===== config.mk =====
export PLATFORM = sky130hd
export DESIGN_NAME = pwr_mode_sup
export DESIGN_NICKNAME = d
export VERILOG_FILES = /design/src/rtl/pwr_mode_sup.sv
export SDC_FILE = /design/constraint.sdc
export NUM_CORES = 1
export LEC_CHECK = 0
export BUFFER_PORTS_ARGS = -buffer_cell sky130_fd_sc_hd__buf_4
export CAP_MARGIN = 20
export CORE_ASPECT_RATIO = 1.75
export CORE_UTILIZATION = 53
export DETAILED_ROUTE_END_ITERATION = 12
export PLACE_DENSITY = 0.9
export RECOVER_POWER = 25
export REMOVE_ABC_BUFFERS = 1
export SKIP_CTS_REPAIR_TIMING = 1
export SLEW_MARGIN = 10
export SYNTH_ARGS = -nofsm -noshare
export SYNTH_HDL_FRONTEND = slang
export SYNTH_SLANG_ARGS = --single-unit

===== constraint.sdc =====
create_clock -name clk -period 2.38 [get_ports clk]
set_clock_uncertainty 0.1 [all_clocks]
set_input_delay 0.476 -clock clk [delete_from_list [all_inputs] [get_ports clk]]
set_output_delay 0.476 -clock clk [all_outputs]
set_load 0.01 [all_outputs]

===== src/rtl/pwr_mode_sup.sv =====
module pwr_mode_sup #(
  parameter int NWAKE     = 8,
  parameter int ERR_LIMIT = 5,
  parameter int PULSE_LEN = 16,
  parameter int ACK_WAIT  = 32,
  localparam int ERR_W    = $clog2(ERR_LIMIT + 1)
) (
  input  logic             clk,
  input  logic             arst_n,
  input  logic             res_n,
  input  logic [NWAKE-1:0] wake_i,
  input  logic             imp_det_i,
  input  logic             alarm_i,
  input  logic             osc_fault_i,
  input  logic             wd_kick_i,
  input  logic             wd_tmo_i,
  input  logic             bus_err_i,
  input  logic             host_acc_i,
  input  logic             sleep_req_i,
  input  logic             dly_done_i,
  output logic             pwr_en_o,
  output logic             chg_n_o,
  output logic             chg_oe_o,
  output logic             rst_pulse_o,
  output logic             wd_en_o,
  output logic             dly_en_o,
  output logic             dly_start_o,
  output logic [1:0]       mode_o,
  output logic [ERR_W-1:0] wd_err_o,
  output logic [ERR_W-1:0] bus_err_o
);
  localparam int PL_W = $clog2(PULSE_LEN + 1);
  localparam int AW   = $clog2(ACK_WAIT);
  localparam logic [1:0] M_RESET = 2'd0;
  localparam logic [1:0] M_RUN   = 2'd1;
  localparam logic [1:0] M_WAIT  = 2'd2;
  localparam logic [1:0] M_STBY  = 2'd3;
  localparam logic [ERR_W-1:0] LIM = ERR_W'(ERR_LIMIT);

  logic [1:0]       mode_q, mode_d;
  logic [NWAKE-1:0] wake_q;
  logic [ERR_W-1:0] wd_q, bus_q;
  logic [PL_W-1:0]  pcnt_q;
  logic [AW-1:0]    ack_cnt_q;
  logic             acked_q;
  logic             dstart_q;

  wire in_run   = (mode_q == M_RUN);
  wire wake_evt = (|(wake_i ^ wake_q)) | imp_det_i | alarm_i | osc_fault_i;
  wire ack_miss = in_run && !acked_q && (ack_cnt_q == AW'(ACK_WAIT - 1));
  wire err_full = (wd_q == LIM) || (bus_q == LIM);

  always_comb begin
    mode_d = mode_q;
    case (mode_q)
      M_RESET: mode_d = M_RUN;
      M_RUN: begin
        if (err_full || osc_fault_i) mode_d = M_RESET;
        else if (sleep_req_i)        mode_d = M_WAIT;
      end
      M_WAIT: begin
        if (dly_done_i || !res_n || osc_fault_i) mode_d = M_STBY;
        else if (wake_i[0])                      mode_d = M_RESET;
      end
      default: if (wake_evt) mode_d = M_RESET;
    endcase
  end

  always_ff @(posedge clk or negedge arst_n) begin
    if (!arst_n) begin
      mode_q   <= M_RESET;
      wake_q   <= '0;
      dstart_q <= 1'b0;
    end else begin
      mode_q   <= mode_d;
      wake_q   <= wake_i;
      dstart_q <= in_run && (mode_d == M_WAIT);
    end
  end

  always_ff @(posedge clk or negedge arst_n) begin
    if (!arst_n) begin
      wd_q  <= '0;
      bus_q <= '0;
    end else if (!in_run) begin
      wd_q  <= '0;
      bus_q <= '0;
    end else begin
      if (wd_tmo_i) begin
        if (wd_q != LIM) wd_q <= wd_q + 1'b1;
      end else if (wd_kick_i) begin
        wd_q <= '0;
      end
      if ((bus_err_i || ack_miss) && bus_q != LIM) bus_q <= bus_q + 1'b1;
    end
  end

  always_ff @(posedge clk or negedge arst_n) begin
    if (!arst_n)                pcnt_q <= '0;
    else if (mode_q == M_RESET) pcnt_q <= PL_W'(PULSE_LEN);
    else if (pcnt_q != '0)      pcnt_q <= pcnt_q - 1'b1;
  end

  always_ff @(posedge clk or negedge arst_n) begin
    if (!arst_n) begin
      ack_cnt_q <= '0;
      acked_q   <= 1'b0;
    end else if (!in_run) begin
      ack_cnt_q <= '0;
      acked_q   <= 1'b0;
    end else begin
      if (host_acc_i) acked_q <= 1'b1;
      if (ack_miss)     ack_cnt_q <= '0;
      else if (!acked_q) ack_cnt_q <= ack_cnt_q + 1'b1;
    end
  end

  assign pwr_en_o    = in_run;
  assign chg_oe_o    = in_run;
  assign chg_n_o     = !in_run;
  assign wd_en_o     = in_run;
  assign dly_en_o    = in_run || (mode_q == M_WAIT);
  assign dly_start_o = dstart_q;
  assign rst_pulse_o = (pcnt_q != '0);
  assign mode_o      = mode_q;
  assign wd_err_o    = wd_q;
  assign bus_err_o   = bus_q;
endmodule


==> metrics.md <==
| Metric | Value |
|---|---|
| Hold crit path type | `in -> reg` |
| DRT iter0 DRCs | `26` |
| PwrDens | `1040 nW/um^2` |
| DP Area | `1790 sq um` |
| Clock-pin slew on the worst setup and hold paths | `0.09 ns` |
| Proportion of layout cells with a drive suffix above 1 | `0.206` |
| CTS Buf Count | `3` |
| RSZ-0062 raised after global routing | `false` |
| Critical path capture point type | `primary output` |
| Die height | `72.9 um` |
| Max_slew headroom | `0.0181` |
| Max cap viols | `0` |
| Final hold vios | `0` |
| Initial antenna violation count | `0` |
| Final Cell Area | `1840 sq um` |
| N_diodes | `0` |
| Placed Cells | `203` |
| Final Cycle Share | `0.935` |
| Clock Root Buffer | `clkbuf_8` |
| Crit-path max FO | `6` |
| CTS max path bufs | `2` |
| Global Route Usage Sum | `0.226` |
| Post-synthesis mux area share | `0.0271` |
| Port bufs | `34` |
| Post-detailed-routing wire length | `3100 um` |
| CP max stage cell | `or4b_4` |
| Initial Util | `0.560` |
| Setup TNS | `0 ns` |
| Hpwl dp | `2410 um` |
| Routed length per instance | `15.0 um` |
| P&R area growth vs syn | `20.7%` |
| Worst slack, placed | `0.333 ns` |
| Crit-path leading delay family | `simple AND/OR/NAND/NOR gates` |
| Synth unique cells | `42` |
| Fmax achieved | `450 MHz` |
| H-Tree Depth | `1` |
| Drt pass-1 iters | `4` |
| DR DRC count | `0` |
| Commonest non-fill, non-tap cell in the layout | `dfrtp_1` |
| Largest family of logic cells by synthesized area | `simple AND/OR/NAND/NOR gates` |
| Global-route wire length before repair | `5090 um` |
| Site row count | `25` |
| Core area | `2720 sq um` |
| Vias in the first global route | `1247` |
| Pin count of the biggest net entering global routing | `29` |
| Slew @ Worst Pin | `1.47 ns` |
| Cell Area, Synth | `1520 sq um` |
| Adder-Cell Fraction of Synth Area | `0.0985` |
| Leakage power | `0.864 nW` |
| ANT nets after route | `0` |
| Chip Width | `42.5 um` |
| Via count | `1202` |
| Min Tclk post-route | `2.22 ns` |
| Yosys warnings | `0` |
| Critical path arrival | `1.65 ns` |
| Synth Register Bits | `28` |
| Max incr delay on CP | `0.52 ns` |
| Die area | `3100 sq um` |
| Via/cell ratio | `5.81` |
| Crit-path cells | `inv_1 -> ha_1 -> or4b_4 -> buf_4` |
| Worst path required time | `1.80 ns` |
| Final cell count without fillers | `207` |
| Avg Synthesized Cell Area | `10.4 sq um` |
| Post-synthesis xor/xnor area fraction | `0.0747` |
| TritonCTS clock tree | `yes` |
| Number of max-slew violations in the final report | `0` |
| Status | `complete, no violations` |
| CP Buf/Inv Count | `2` |
| Critical path class | `reg -> out` |
| Grt total ovfl | `0` |
| Synth Area in Compound Gates | `0.0985` |
| Nets@finish | `213` |
| Startpoint Class | `register` |
| Post-Synthesis Cells | `146` |
| Endpoints failing setup | `0` |
| GPL Wtd Cong | `0.768` |
| Simple-Gate Fraction of Synth Area | `0.202` |
| CTS Sinks | `28` |
| I/O pin cnt | `35` |
| Skew-Pair Late Insertion Delay | `0.29 ns` |
| Post-synthesis sequential area ratio | `0.460` |
| Peak supply drop | `0.641 mV` |
| Most frequent cells in the layout | `dfrtp_1, buf_4, nor2_1, ha_1, xnor2_1` |
| Setup WS post-layout | `0.156 ns` |
-- worst reg2reg max path, stage by stage (launching register included) --
cell	delay, ns
dfrtp_1	0.46
ha_1	0.25
nor4b_4	0.23
nand2_1	0.08
or4_4	0.50
a2111oi_4	0.35
-- state kept, by name, summed over array words and instances, names as in the netlist --
name	count
acked_q	1
ack_cnt_q	5
mode_o	2
dly_start_o	1
wd_err_o	3
wake_q	8
pcnt_q	5
bus_err_o	3
-- report_power, final --
part | internal, mW | total [mW] | switching, mW | leakage [nW]
Combinational | 0.393 | 0.804 | 0.411 | 0.472
Sequential | 0.588 | 0.723 | 0.135 | 0.356
Clock | 0.226 | 0.381 | 0.155 | 0.0357
-- per-layer routing --
layer | GRT usage | share of wire | vias to the layer above | wire, um
met3 | 0.0371 | 0.066 | 9 | 205
met5 | 0 | 0 | - | 0
li1 | - | - | 573 | -
met1 | 0.232 | 0.35 | 572 | 1090
met4 | 0.135 | 0.032 | 0 | 100
met2 | 0.415 | 0.55 | 48 | 1700
-- synthesized netlist by cell type --
library cell / count / share of area
a41oi_1: 1 / 0.0057
o21ai_0: 1 / 0.0033
a211oi_1: 2 / 0.0098
nor2b_1: 4 / 0.016
o221ai_1: 1 / 0.0057
or4b_1: 1 / 0.0066
nand4_1: 3 / 0.012
clkbuf_1: 2 / 0.0049
a21o_1: 1 / 0.0049
o21ai_1: 2 / 0.0066
and3b_1: 1 / 0.0057
a2111oi_4: 1 / 0.018
mux2_2: 1 / 0.0074
nand3_1: 5 / 0.016
nor4b_4: 1 / 0.016
inv_1: 9 / 0.022
o21a_1: 1 / 0.0049
nor2_1: 19 / 0.047
ha_1: 12 / 0.099
dfrtp_1: 28 / 0.46
o211ai_1: 1 / 0.0049
a32oi_1: 1 / 0.0057
a211o_1: 1 / 0.0057
xnor2_1: 10 / 0.057
mux2i_1: 3 / 0.020
buf_1: 1 / 0.0025
o22ai_1: 1 / 0.0041
nor3_1: 4 / 0.013
or3b_1: 1 / 0.0057
and3_1: 1 / 0.0041
nor3b_1: 2 / 0.0098
or2_2: 1 / 0.0041
buf_4: 2 / 0.0098
or4_4: 1 / 0.0074
a21oi_1: 4 / 0.013
nand2_1: 8 / 0.020
nand4b_1: 1 / 0.0057
and2_1: 1 / 0.0041
xor2_1: 3 / 0.017
a2bb2oi_1: 1 / 0.0057
nand2b_1: 1 / 0.0041
or2_1: 1 / 0.0041
-- per-stage QoR --
step                       util  hold slack [ns]  total power, mW
final                     0.676            0.218             1.91
after floorplan               -           0.0804             1.20
after CTS                 0.686          0.00116             1.93
after global placement    0.659            0.306             1.48
after detailed placement  0.659            0.313             1.54
after global routing      0.676            0.216             2.05
-- final timing paths --
kind | from | endpoint | slack (ns) | cells after the start
hold reg to reg | pcnt_q[4]$_DFFE_PN0P_ | pcnt_q[4]$_DFFE_PN0P_ | 0.44 | 1
setup / recovery | pcnt_q[0]$_DFFE_PN0P_ | rst_pulse_o | 0.16 | 4
min in group asynchronous | arst_n | pcnt_q[3]$_DFFE_PN0P_ | 0.42 | 1
hold / removal | wake_i[5] | wake_q[5]$_DFF_PN0_ | 0.22 | 1
setup reg to reg | mode_o[1]$_DFF_PN0_ | dly_start_o$_DFF_PN0_ | 0.31 | 5
max in group asynchronous | arst_n | wake_q[5]$_DFF_PN0_ | 0.90 | 1
-- kinds of logic (layout without fill, tap and decap cells) --
logic type	Yosys count	count (layout)
AO/OA/AOI/OAI	19	19
XOR/XNOR	13	13
adder cells (fa/ha/maj)	12	12
buffers and inverters	14	48
flip-flops	28	28
multiplexers	4	4
AND/OR/NAND/NOR	56	56
-- area by class of cell --
cell class	count	area (sq um)
fill	222	882
multi-input combinational	104	767
sequential	28	701
timing repair buffer	35	233
clock buffer	3	41.3
inverter	9	33.8
tap	27	33.8
clock inverter	1	30.0
Power figures use the tool's default switching activity.
